File: src/rtl/ddr2_seq_pkg.sv
package ddr2_seq_pkg;
  localparam int NUM_STEPS      = 18;
  localparam int STEP_W         = $clog2(NUM_STEPS);
  localparam int FIRST_CMD_STEP = 3;
  localparam int LAST_CMD_STEP  = 14;

  typedef enum logic [1:0] {
    ST_SETTLE = 2'd0,
    ST_WRITE  = 2'd1,
    ST_DONE   = 2'd2
  } seq_state_e;

  typedef struct packed {
    logic        settle_after;
    logic        is_last;
    logic [31:0] data;
  } step_word_t;
endpackage

File: src/rtl/ddr2_seq_timer.sv
module ddr2_seq_timer #(
  parameter int unsigned SETTLE_CYC = 10000
) (
  input  logic clk,
  input  logic rst_n,
  input  logic load,
  input  logic run,
  output logic expired
);
  localparam int CW = $clog2(SETTLE_CYC + 1);
  localparam logic [CW-1:0] RELOAD = CW'(SETTLE_CYC - 1);

  logic [CW-1:0] cnt_q, cnt_d;
  logic          cnt_en;

  assign expired = (cnt_q == '0);
  assign cnt_en  = load | (run & ~expired);

  always_comb begin
    cnt_d = cnt_q;
    if (load)                cnt_d = RELOAD;
    else if (run && !expired) cnt_d = cnt_q - 1'b1;
  end

  always_ff @(posedge clk or negedge rst_n) begin
    if (!rst_n)      cnt_q <= RELOAD;
    else if (cnt_en) cnt_q <= cnt_d;
  end
endmodule

File: src/rtl/ddr2_seq_stepctr.sv
module ddr2_seq_stepctr
  import ddr2_seq_pkg::*;
(
  input  logic              clk,
  input  logic              rst_n,
  input  logic              advance,
  output logic [STEP_W-1:0] idx
);
  logic [STEP_W-1:0] idx_q, idx_d;

  always_comb begin
    idx_d = idx_q;
    if (advance && (int'(idx_q) < NUM_STEPS - 1)) idx_d = idx_q + 1'b1;
  end

  always_ff @(posedge clk or negedge rst_n) begin
    if (!rst_n)       idx_q <= '0;
    else if (advance) idx_q <= idx_d;
  end

  assign idx = idx_q;
endmodule

File: src/rtl/ddr2_seq_steps.sv
module ddr2_seq_steps
  import ddr2_seq_pkg::*;
#(
  parameter int unsigned ADDR_W        = 8,
  parameter logic [ADDR_W-1:0] ADDR_PHY_CFG  = 'h00,
  parameter logic [ADDR_W-1:0] ADDR_PHY_CTRL = 'h04,
  parameter logic [ADDR_W-1:0] ADDR_CMD      = 'h08,
  parameter logic [ADDR_W-1:0] ADDR_TIMING   = 'h0C,
  parameter logic [ADDR_W-1:0] ADDR_LATENCY  = 'h10,
  parameter logic [ADDR_W-1:0] ADDR_CFG      = 'h14,
  parameter int unsigned PHY_EN_BIT     = 0,
  parameter int unsigned PHY_RST_BIT    = 0,
  parameter int unsigned PHY_CALRST_BIT = 1,
  parameter int unsigned PHY_CALGO_BIT  = 2,
  parameter logic [7:0]  CODE_DESEL = 8'h0F,
  parameter logic [7:0]  CODE_PRE   = 8'h02,
  parameter logic [7:0]  CODE_REF   = 8'h01,
  parameter logic [7:0]  CODE_MRS   = 8'h10,
  parameter logic [7:0]  CODE_EMRS  = 8'h11,
  parameter logic [7:0]  CODE_EMRS2 = 8'h12,
  parameter logic [7:0]  CODE_EMRS3 = 8'h13,
  parameter logic [15:0] ARG_PRE_ALL  = 16'h0400,
  parameter logic [15:0] ARG_DLL_EN   = 16'h0002,
  parameter logic [15:0] ARG_DLL_RST  = 16'h0100,
  parameter logic [15:0] ARG_OCD_DFLT = 16'h0380,
  parameter logic [15:0] ARG_OCD_EXIT = 16'h0000
) (
  input  logic [STEP_W-1:0] step_idx,
  input  logic [31:0]       mode_word,
  input  logic [31:0]       timing_word,
  input  logic [31:0]       latency_word,
  input  logic [31:0]       cfg_word,
  output logic [ADDR_W-1:0] step_addr,
  output step_word_t        step
);
  localparam logic [31:0] PHY_EN_WORD  = 32'(1) << PHY_EN_BIT;
  localparam logic [31:0] PHY_RST_WORD = (32'(1) << PHY_RST_BIT) | (32'(1) << PHY_CALRST_BIT);
  localparam logic [31:0] PHY_GO_WORD  = 32'(1) << PHY_CALGO_BIT;

  function automatic logic [31:0] pack_cmd(input logic [7:0] code, input logic [15:0] arg);
    return {8'h00, code, arg};
  endfunction

  logic [7:0]  cmd_code;
  logic [15:0] cmd_arg;
  int          k;

  // command list, position relative to FIRST_CMD_STEP
  always_comb begin
    k        = int'(step_idx) - FIRST_CMD_STEP;
    cmd_code = CODE_DESEL;
    cmd_arg  = 16'h0000;
    case (k)
      0:  begin cmd_code = CODE_DESEL; cmd_arg = 16'h0000; end
      1:  begin cmd_code = CODE_PRE;   cmd_arg = ARG_PRE_ALL; end
      2:  begin cmd_code = CODE_EMRS2; cmd_arg = 16'h0000; end
      3:  begin cmd_code = CODE_EMRS3; cmd_arg = 16'h0000; end
      4:  begin cmd_code = CODE_EMRS;  cmd_arg = ARG_DLL_EN; end
      5:  begin cmd_code = CODE_MRS;   cmd_arg = ARG_DLL_RST; end
      6:  begin cmd_code = CODE_PRE;   cmd_arg = ARG_PRE_ALL; end
      7:  begin cmd_code = CODE_REF;   cmd_arg = 16'h0000; end
      8:  begin cmd_code = CODE_REF;   cmd_arg = 16'h0000; end
      9:  begin cmd_code = CODE_MRS;   cmd_arg = mode_word[15:0]; end
      10: begin cmd_code = CODE_EMRS;  cmd_arg = ARG_OCD_DFLT | ARG_DLL_EN; end
      11: begin cmd_code = CODE_EMRS;  cmd_arg = ARG_OCD_EXIT | ARG_DLL_EN | mode_word[31:16]; end
      default: begin cmd_code = CODE_DESEL; cmd_arg = 16'h0000; end
    endcase
  end

  always_comb begin
    step_addr         = '0;
    step.data         = '0;
    step.settle_after = 1'b0;
    step.is_last      = 1'b0;
    case (int'(step_idx))
      0: begin step_addr = ADDR_PHY_CFG;  step.data = PHY_EN_WORD;  step.settle_after = 1'b1; end
      1: begin step_addr = ADDR_PHY_CTRL; step.data = PHY_RST_WORD; end
      2: begin step_addr = ADDR_PHY_CTRL; step.data = PHY_GO_WORD;  step.settle_after = 1'b1; end
      15: begin step_addr = ADDR_TIMING;  step.data = timing_word; end
      16: begin step_addr = ADDR_LATENCY; step.data = latency_word; end
      17: begin step_addr = ADDR_CFG;     step.data = cfg_word; step.is_last = 1'b1; end
      default: begin
        if (int'(step_idx) >= FIRST_CMD_STEP && int'(step_idx) <= LAST_CMD_STEP) begin
          step_addr         = ADDR_CMD;
          step.data         = pack_cmd(cmd_code, cmd_arg);
          step.settle_after = 1'b1;
        end
      end
    endcase
  end
endmodule

File: src/rtl/ddr2_bringup_seq.sv
module ddr2_bringup_seq
  import ddr2_seq_pkg::*;
#(
  parameter int unsigned SETTLE_CYC    = 10000,
  parameter int unsigned ADDR_W        = 8,
  parameter logic [ADDR_W-1:0] ADDR_PHY_CFG  = 'h00,
  parameter logic [ADDR_W-1:0] ADDR_PHY_CTRL = 'h04,
  parameter logic [ADDR_W-1:0] ADDR_CMD      = 'h08,
  parameter logic [ADDR_W-1:0] ADDR_TIMING   = 'h0C,
  parameter logic [ADDR_W-1:0] ADDR_LATENCY  = 'h10,
  parameter logic [ADDR_W-1:0] ADDR_CFG      = 'h14,
  parameter int unsigned PHY_EN_BIT     = 0,
  parameter int unsigned PHY_RST_BIT    = 0,
  parameter int unsigned PHY_CALRST_BIT = 1,
  parameter int unsigned PHY_CALGO_BIT  = 2,
  parameter logic [7:0]  CODE_DESEL = 8'h0F,
  parameter logic [7:0]  CODE_PRE   = 8'h02,
  parameter logic [7:0]  CODE_REF   = 8'h01,
  parameter logic [7:0]  CODE_MRS   = 8'h10,
  parameter logic [7:0]  CODE_EMRS  = 8'h11,
  parameter logic [7:0]  CODE_EMRS2 = 8'h12,
  parameter logic [7:0]  CODE_EMRS3 = 8'h13,
  parameter logic [15:0] ARG_PRE_ALL  = 16'h0400,
  parameter logic [15:0] ARG_DLL_EN   = 16'h0002,
  parameter logic [15:0] ARG_DLL_RST  = 16'h0100,
  parameter logic [15:0] ARG_OCD_DFLT = 16'h0380,
  parameter logic [15:0] ARG_OCD_EXIT = 16'h0000
) (
  input  logic              clk,
  input  logic              rst_n,
  input  logic              wr_ready,
  input  logic [31:0]       mode_word,
  input  logic [31:0]       timing_word,
  input  logic [31:0]       latency_word,
  input  logic [31:0]       cfg_word,
  output logic              wr_en,
  output logic [ADDR_W-1:0] wr_addr,
  output logic [31:0]       wr_data,
  output logic              done
);
  seq_state_e        state_q, state_d;
  logic [STEP_W-1:0] step_idx;
  step_word_t        step;
  logic [ADDR_W-1:0] step_addr;
  logic              accept, tmr_load, tmr_run, tmr_expired, advance;

  ddr2_seq_steps #(
    .ADDR_W(ADDR_W),
    .ADDR_PHY_CFG(ADDR_PHY_CFG), .ADDR_PHY_CTRL(ADDR_PHY_CTRL), .ADDR_CMD(ADDR_CMD),
    .ADDR_TIMING(ADDR_TIMING), .ADDR_LATENCY(ADDR_LATENCY), .ADDR_CFG(ADDR_CFG),
    .PHY_EN_BIT(PHY_EN_BIT), .PHY_RST_BIT(PHY_RST_BIT),
    .PHY_CALRST_BIT(PHY_CALRST_BIT), .PHY_CALGO_BIT(PHY_CALGO_BIT),
    .CODE_DESEL(CODE_DESEL), .CODE_PRE(CODE_PRE), .CODE_REF(CODE_REF),
    .CODE_MRS(CODE_MRS), .CODE_EMRS(CODE_EMRS), .CODE_EMRS2(CODE_EMRS2), .CODE_EMRS3(CODE_EMRS3),
    .ARG_PRE_ALL(ARG_PRE_ALL), .ARG_DLL_EN(ARG_DLL_EN), .ARG_DLL_RST(ARG_DLL_RST),
    .ARG_OCD_DFLT(ARG_OCD_DFLT), .ARG_OCD_EXIT(ARG_OCD_EXIT)
  ) u_steps (
    .step_idx(step_idx), .mode_word(mode_word), .timing_word(timing_word),
    .latency_word(latency_word), .cfg_word(cfg_word),
    .step_addr(step_addr), .step(step)
  );

  ddr2_seq_stepctr u_ctr (
    .clk(clk), .rst_n(rst_n), .advance(advance), .idx(step_idx)
  );

  ddr2_seq_timer #(.SETTLE_CYC(SETTLE_CYC)) u_tmr (
    .clk(clk), .rst_n(rst_n), .load(tmr_load), .run(tmr_run), .expired(tmr_expired)
  );

  assign accept   = (state_q == ST_WRITE) & wr_ready;
  assign advance  = accept & ~step.is_last;
  assign tmr_load = accept & step.settle_after & ~step.is_last;
  assign tmr_run  = (state_q == ST_SETTLE);

  always_comb begin
    state_d = state_q;
    case (state_q)
      ST_SETTLE: if (tmr_expired) state_d = ST_WRITE;
      ST_WRITE: begin
        if (accept) begin
          if (step.is_last)           state_d = ST_DONE;
          else if (step.settle_after) state_d = ST_SETTLE;
          else                        state_d = ST_WRITE;
        end
      end
      ST_DONE:  state_d = ST_DONE;
      default:  state_d = ST_SETTLE;
    endcase
  end

  always_ff @(posedge clk or negedge rst_n) begin
    if (!rst_n) state_q <= ST_SETTLE;
    else        state_q <= state_d;
  end

  assign wr_en   = (state_q == ST_WRITE);
  assign wr_addr = step_addr;
  assign wr_data = step.data;
  assign done    = (state_q == ST_DONE);
endmodule

File: config.mk
export PLATFORM = sky130hd
export DESIGN_NAME = ddr2_bringup_seq
export DESIGN_NICKNAME = d
export VERILOG_FILES = /design/src/rtl/ddr2_seq_pkg.sv /design/src/rtl/ddr2_seq_timer.sv /design/src/rtl/ddr2_seq_stepctr.sv /design/src/rtl/ddr2_seq_steps.sv /design/src/rtl/ddr2_bringup_seq.sv
export SDC_FILE = /design/constraint.sdc
export NUM_CORES = 1
export LEC_CHECK = 0
export ABC_AREA = 1
export ABC_CLOCK_PERIOD_IN_PS = 3950
export CAP_MARGIN = 30
export CORE_ASPECT_RATIO = 1.5
export CORE_MARGIN = 4
export CORE_UTILIZATION = 40
export CTS_BUF_LIST = sky130_fd_sc_hd__clkbuf_16
export CTS_CLUSTER_DIAMETER = 60
export DETAILED_ROUTE_END_ITERATION = 6
export HOLD_SLACK_MARGIN = 0.02
export PLACE_DENSITY = 0.91
export RECOVER_POWER = 50
export SETUP_SLACK_MARGIN = 0.4
export SKIP_CTS_REPAIR_TIMING = 1
export SLEW_MARGIN = 20
export SYNTH_ARGS = -nofsm -noshare
export SYNTH_HDL_FRONTEND = slang
export SYNTH_SLANG_ARGS = --single-unit
File: constraint.sdc
create_clock -name clk -period 3.95 [get_ports clk]
set_input_delay 0.79 -clock clk [delete_from_list [all_inputs] [get_ports clk]]
set_output_delay 0.79 -clock clk [all_outputs]
set_load 0.005 [all_outputs]
==> metrics.md, run 1 <==
| Metric | Value |
|---|---|
| Wire length per cell | `17.8 um` |
| Max-cap violations | `0` |
| Vias in the first global route | `3525` |
| Startpoint types | `register` |
| Fin crit share | `0.909` |
| List of most frequent post-synthesis cells | `168 x nand2_1, 55 x nand3_1, 38 x inv_1` |
| Die H | `107 um` |
| Final setup viols | `0` |
| Die Wd | `73.7 um` |
| DR DRC count | `0` |
| Min cycle time layout | `3590 ps` |
| Met2 Usage GRT | `0.504` |
| Count of flip-flops with a built-in enable after synthesis | `0` |
| Top FF cell, synth | `dfrtp_1` |
| Maximum vdd drop | `253 uV` |
| Worst Tran Pin Value | `651 ps` |
| Initial DRC Count | `251` |
| Total grt overflow | `0` |
| Area Overhead vs Synth | `71.9%` |
| Post-synth top area share | `0.243` |
| Number of max-slew violations in the final report | `0` |
| Post-route ant nets | `0` |
| Placer Congestion | `0.979` |
| Crit path capture type | `primary output` |
| Post-Syn Area | `2590 um^2` |
| Yosys Warn Count | `0` |
| DRT Pass-1 Iters | `5` |
| Non-filler cells, final | `684` |
| Post-detail-place hpwl | `9600 um` |
| Final Hold Viols | `0` |
| Util after Layout | `0.716` |
| Final TNS setup | `0 ps` |
| FFs w/ async S/R, synth | `1.00` |
| Routed WL | `12200 um` |
| First-pass GRT wire length | `17500 um` |
| Sequential cell area fraction in the yosys report | `0.207` |
| Grt met3 use | `0.110` |
| Fmax | `278 MHz` |
| Worst Skew | `3.62 ps` |
| Clock sink count | `21` |
| Initial Util | `0.417` |
| Crit path DAT | `2800 ps` |
| Die area | `7860 um^2` |
| Global Route met1 Usage | `0.315` |
| Htree depth | `1` |
| Distinct cells, synth | `38` |
| Row cnt | `35` |
| Vias | `3684` |
| Ranking of synthesized cells by area | `nand2_1 24%, dfrtp_1 13%, nand3_1 11%` |
| Placeable Area | `6220 um^2` |
| FF+latch count, synth | `21` |
| Vias per Instance | `5.39` |
| Pleak | `2.12 nW` |
| ANT cells | `0` |
| PortBufs | `166` |
| Initial antenna violation count | `0` |
| Post-Syn Instances | `436` |
| Syn Area/Cell | `5.95 um^2` |
| RSZ-0062 raised after global routing | `no` |
| Top Ports | `173` |
| Synth area leader | `nand2_1` |
| Reg clk slew, reported paths | `50 ps` |
| Clock Tree Buf Depth | `2` |
| Cell with the most instances after synthesis | `nand2_1` |
| Critical path class | `register to primary output` |
| Nets | `749` |
| CTS buffer count | `3` |
| Worst Hold Class | `register to register` |
| Worst Path Max Fanout | `6` |
| Outcome | `finished, final reports clean` |
| Root Buffer | `clkbuf_16` |
| Layout cells sized above 1 | `0.0836` |
| Req. time, crit path | `3160 ps` |
| All-Layer GR Usage | `0.287` |
| Worst-skew pair later-pin latency | `260 ps` |
| Pwr/cell area | `127 nW/um^2` |
| Layout fillers | `512` |
| Gr busiest metal | `met2` |
| Largest net degree at the start of global routing | `33` |
| Post-placement cell count | `665` |
| Relative slew slack | `0.566` |
| TritonCTS clock tree | `done` |
power by group:
group / leakage (nW) / total (W) / internal, W / switching (W)
clock network: 0.0423 / 0.000214 / 0.000135 / 0.0000793
registers: 0.239 / 0.000216 / 0.000216 / 0
logic: 1.83 / 0.000138 / 0.000111 / 0.0000270
metal layers:
metal  vias up  wire (um)
li1       1759          -
met1      1668       4290
met2       226       6040
met3        31       1520
met4         0        320
met5         -          0
path summary, 6_finish.rpt:
check | start | to | slack (ps) | cells past startpoint
hold reg to reg | u_tmr.cnt_q[6] | u_tmr.cnt_q[6] | 490 | 1
max in group asynchronous | rst_n | u_tmr.cnt_q[5] | 2130 | 2
setup reg to reg | u_ctr.idx[0] | u_tmr.cnt_q[5] | 1260 | 14
min in group asynchronous | rst_n | u_tmr.cnt_q[12] | 910 | 1
setup / recovery | u_ctr.idx[0] | wr_data[12] | 360 | 12
hold / removal | u_tmr.cnt_q[6] | u_tmr.cnt_q[6] | 490 | 1
worst max-delay path, stage by stage, from the launching register on:
cell and delay [ps]:
dfrtp_1 420, ha_1 250, inv_1 140, nor2_1 70, ha_1 190, inv_1 110, nand3_2 80, nor2_1 230
buf_4 210, buf_4 130, nand3_1 90, nand4_1 100, clkdlybuf4s50_1 530
layout by cell type (no fill, tap or decap), drive strengths merged, types with 7 or more instances in the layout:
cell type | netlist | final
o21ai | 14 | 14
nand4 | 12 | 12
nand3 | 59 | 59
a21oi | 15 | 15
dfstp | 8 | 8
ha | 7 | 7
buf | 14 | 16
nor2 | 39 | 41
inv | 41 | 41
nand2 | 178 | 178
dfrtp | 13 | 13
clkdlybuf4s50 | 0 | 162
nor3 | 7 | 7
logic make-up after synthesis:
family          after synthesis  share of synthesized area
simple gates                299                      0.527
compound gates               43                      0.108
other cells                   1                    0.00145
xor+xnor                      5                     0.0169
fa+ha+maj                     7                     0.0338
buf+inv                      60                      0.106
flops                        21                      0.207
sequential cells by signal, indices dropped and copies added (netlist names):
signal and cells:
state_q 2, u_ctr.idx 5, u_tmr.cnt_q 14
layout make-up:
cell class | count | area, um^2 | share of cell area
timing repair buffer | 183 | 1790 | 0.401
clock buffer | 3 | 75.1 | 0.0168
sequential | 21 | 536 | 0.120
multi-input combinational | 361 | 1800 | 0.404
inverter | 41 | 160 | 0.0359
tap | 74 | 92.6 | 0.0208
clock inverter | 1 | 3.75 | 0.000842
metrics by stage:
stage / instance area, um^2 / hold slack, ps / worst slack (ps) / total power, W
after detailed placement: 4270 / 492 / 506 / 0.000355
after global routing: 4460 / 521 / 200 / 0.000585
after floorplan: 2610 / 460 / 1400 / 0.000224
after global placement: 4270 / 475 / 588 / 0.000354
after CTS: 4350 / 500 / 220 / 0.000569
final: 4460 / 494 / 359 / 0.000568
No activity file was read; power rests on OpenSTA's default activity.
==> run 2: changes to the inputs <==
--- a/config.mk
+++ b/config.mk
@@ -19,7 +19,6 @@
 export RECOVER_POWER = 50
 export SETUP_SLACK_MARGIN = 0.4
 export SKIP_CTS_REPAIR_TIMING = 1
-export SLEW_MARGIN = 20
 export SYNTH_ARGS = -nofsm -noshare
 export SYNTH_HDL_FRONTEND = slang
 export SYNTH_SLANG_ARGS = --single-unit
==> metrics.md, run 2 (same netlist as run 1, synthesis figures left out) <==
| Metric | Value |
|---|---|
| Outcome | `finished, final reports clean` |
| Startpoint types | `register` |
| Largest net degree at the start of global routing | `33` |
| Final Hold Viols | `0` |
| Final TNS setup | `0 ps` |
| Layout fillers | `511` |
| Worst Path Max Fanout | `6` |
| Clock Tree Buf Depth | `2` |
| CP Capture Point | `wr_data[12]` |
| Max-cap violations | `0` |
| Post-detail-place hpwl | `9600 um` |
| Worst-case reg-to-reg path depth | `14` |
| Routed WL | `12100 um` |
| Die Wd | `73.7 um` |
| Fmax | `278 MHz` |
| Area Overhead vs Synth | `71.7%` |
| Largest register FFs | `14` |
| Vias per Instance | `5.36` |
| Die H | `107 um` |
| Worst Skew | `2.11 ps` |
| Placer Congestion | `0.979` |
| Post-route ant nets | `0` |
| DRT Pass-1 Iters | `5` |
| Critical path class | `register to primary output` |
| Total grt overflow | `0` |
| Fin crit share | `0.910` |
| Final Worst Setup Slack | `357 ps` |
| First-pass GRT wire length | `17500 um` |
| Relative slew slack | `0.371` |
| Worst Hold Class | `register to register` |
| DR DRC count | `0` |
| Final setup viols | `0` |
| Critical Path, Cell by Cell | `ha_1 -> inv_1 -> nor2_1 -> ha_1 -> inv_1 -> nand3_2 -> nor2_1 -> buf_4 -> buf_4 -> nand3_1 -> nand4_1 -> clkdlybuf4s50_1` |
| Initial antenna violation count | `0` |
| Worst reg2reg endpoint | `u_tmr.cnt_q[5]` |
| Htree depth | `1` |
| Min cycle time layout | `3590 ps` |
| Initial DRC Count | `258` |
| Reg clk slew, reported paths | `50 ps` |
| Number of max-slew violations in the final report | `0` |
| Crit path capture type | `primary output` |
| Wire length per cell | `17.8 um` |
| Nets | `748` |
| Top Ports | `173` |
| Slowest stage cell, crit path | `clkdlybuf4s50_1` |
| Setup slack at placement | `506 ps` |
| Most frequent cells in the layout | `172 x nand2_1, 162 x clkdlybuf4s50_1, 54 x nand3_1` |
| Vias | `3658` |
| Crit. Startpoint | `u_ctr.idx[0]` |
| Layout cells sized above 1 | `0.0837` |
| Worst Tran Pin Value | `940 ps` |
| Pleak | `2.11 nW` |
| Vias in the first global route | `3525` |
| Placeable Area | `6220 um^2` |
| TritonCTS clock tree | `done` |
| Row cnt | `35` |
| ANT cells | `0` |
| PortBufs | `166` |
| Root Buffer | `clkbuf_16` |
| Worst hold slack | `478 ps` |
| All-Layer GR Usage | `0.287` |
| Setup slack, reg-to-reg | `1270 ps` |
| Max incr delay on CP | `540 ps` |
| CTS buffer count | `3` |
| Commonest non-fill, non-tap cell in the layout | `nand2_1` |
| Clock sink count | `21` |
| Maximum vdd drop | `265 uV` |
| RSZ-0062 raised after global routing | `no` |
| Die area | `7860 um^2` |
| Worst-skew pair later-pin latency | `260 ps` |
| Initial Util | `0.417` |
| Crit path DAT | `2800 ps` |
| Req. time, crit path | `3160 ps` |
| Pwr/cell area | `127 nW/um^2` |
| Total power | `0.000566 W` |
| Biggest register | `u_tmr.cnt_q` |
| FF-to-FF Start | `u_ctr.idx[0]` |
[run 2: cell count changes in the layout (fill, tap and decap cells not counted)]
| cell | change |
|---|---|
| clkbuf_1 | -1 |
[run 2: how the worst min path moves through the flow]
stage                   start              to  slack, ps  cells after the start
2_1_floorplan  u_tmr.cnt_q[6]  u_tmr.cnt_q[6]        460                      1
3_3_place_gp   u_tmr.cnt_q[6]  u_tmr.cnt_q[6]        480                      1
3_5_place_dp   u_tmr.cnt_q[6]  u_tmr.cnt_q[6]        490                      1
4_1_cts        u_tmr.cnt_q[6]  u_tmr.cnt_q[6]        500                      1
5_1_grt        u_tmr.cnt_q[6]  u_tmr.cnt_q[6]        520                      1
6_report       u_tmr.cnt_q[6]  u_tmr.cnt_q[6]        480                      1
[run 2: cell type report]
cell class / count / area [um^2] / share of cell area
clock inverters: 1 / 3.75 / 0.000843
repair buffers: 182 / 1780 / 0.401
flip-flops and latches: 21 / 536 / 0.120
multi-input cells: 361 / 1800 / 0.404
inverters: 41 / 160 / 0.0360
clock buffers: 3 / 75.1 / 0.0169
well taps: 74 / 92.6 / 0.0208
[run 2: worst max-delay path: cells and delay by family (launching register included)]
family	cells	cell delay [ps]
and+or+nand+nor	5	580
adders and majority gates	2	440
DFF	1	420
buffers and inverters	5	1120
[run 2: power by group]
part / internal (W) / total, W / switching (W)
Clock: 0.000135 / 0.000213 / 0.0000781
Combinational: 0.000110 / 0.000137 / 0.0000267
Sequential: 0.000216 / 0.000216 / 0
[run 2: routing by layer]
layer / global-route usage / up-vias / part of all wire
met1: 0.315 / 1646 / 0.35
met5: 0 / - / 0
met4: 0.0777 / 0 / 0.028
li1: - / 1761 / -
met2: 0.504 / 215 / 0.49
met3: 0.110 / 36 / 0.12
[run 2: metrics by stage]
step / instance area (um^2) / utilization / std cells
final: 4450 / 0.716 / 683
after global placement: 4270 / 0.687 / 665
after floorplan: 2610 / - / 440
after CTS: 4350 / 0.700 / 669
after detailed placement: 4270 / 0.687 / 665
after global routing: 4450 / 0.716 / 683
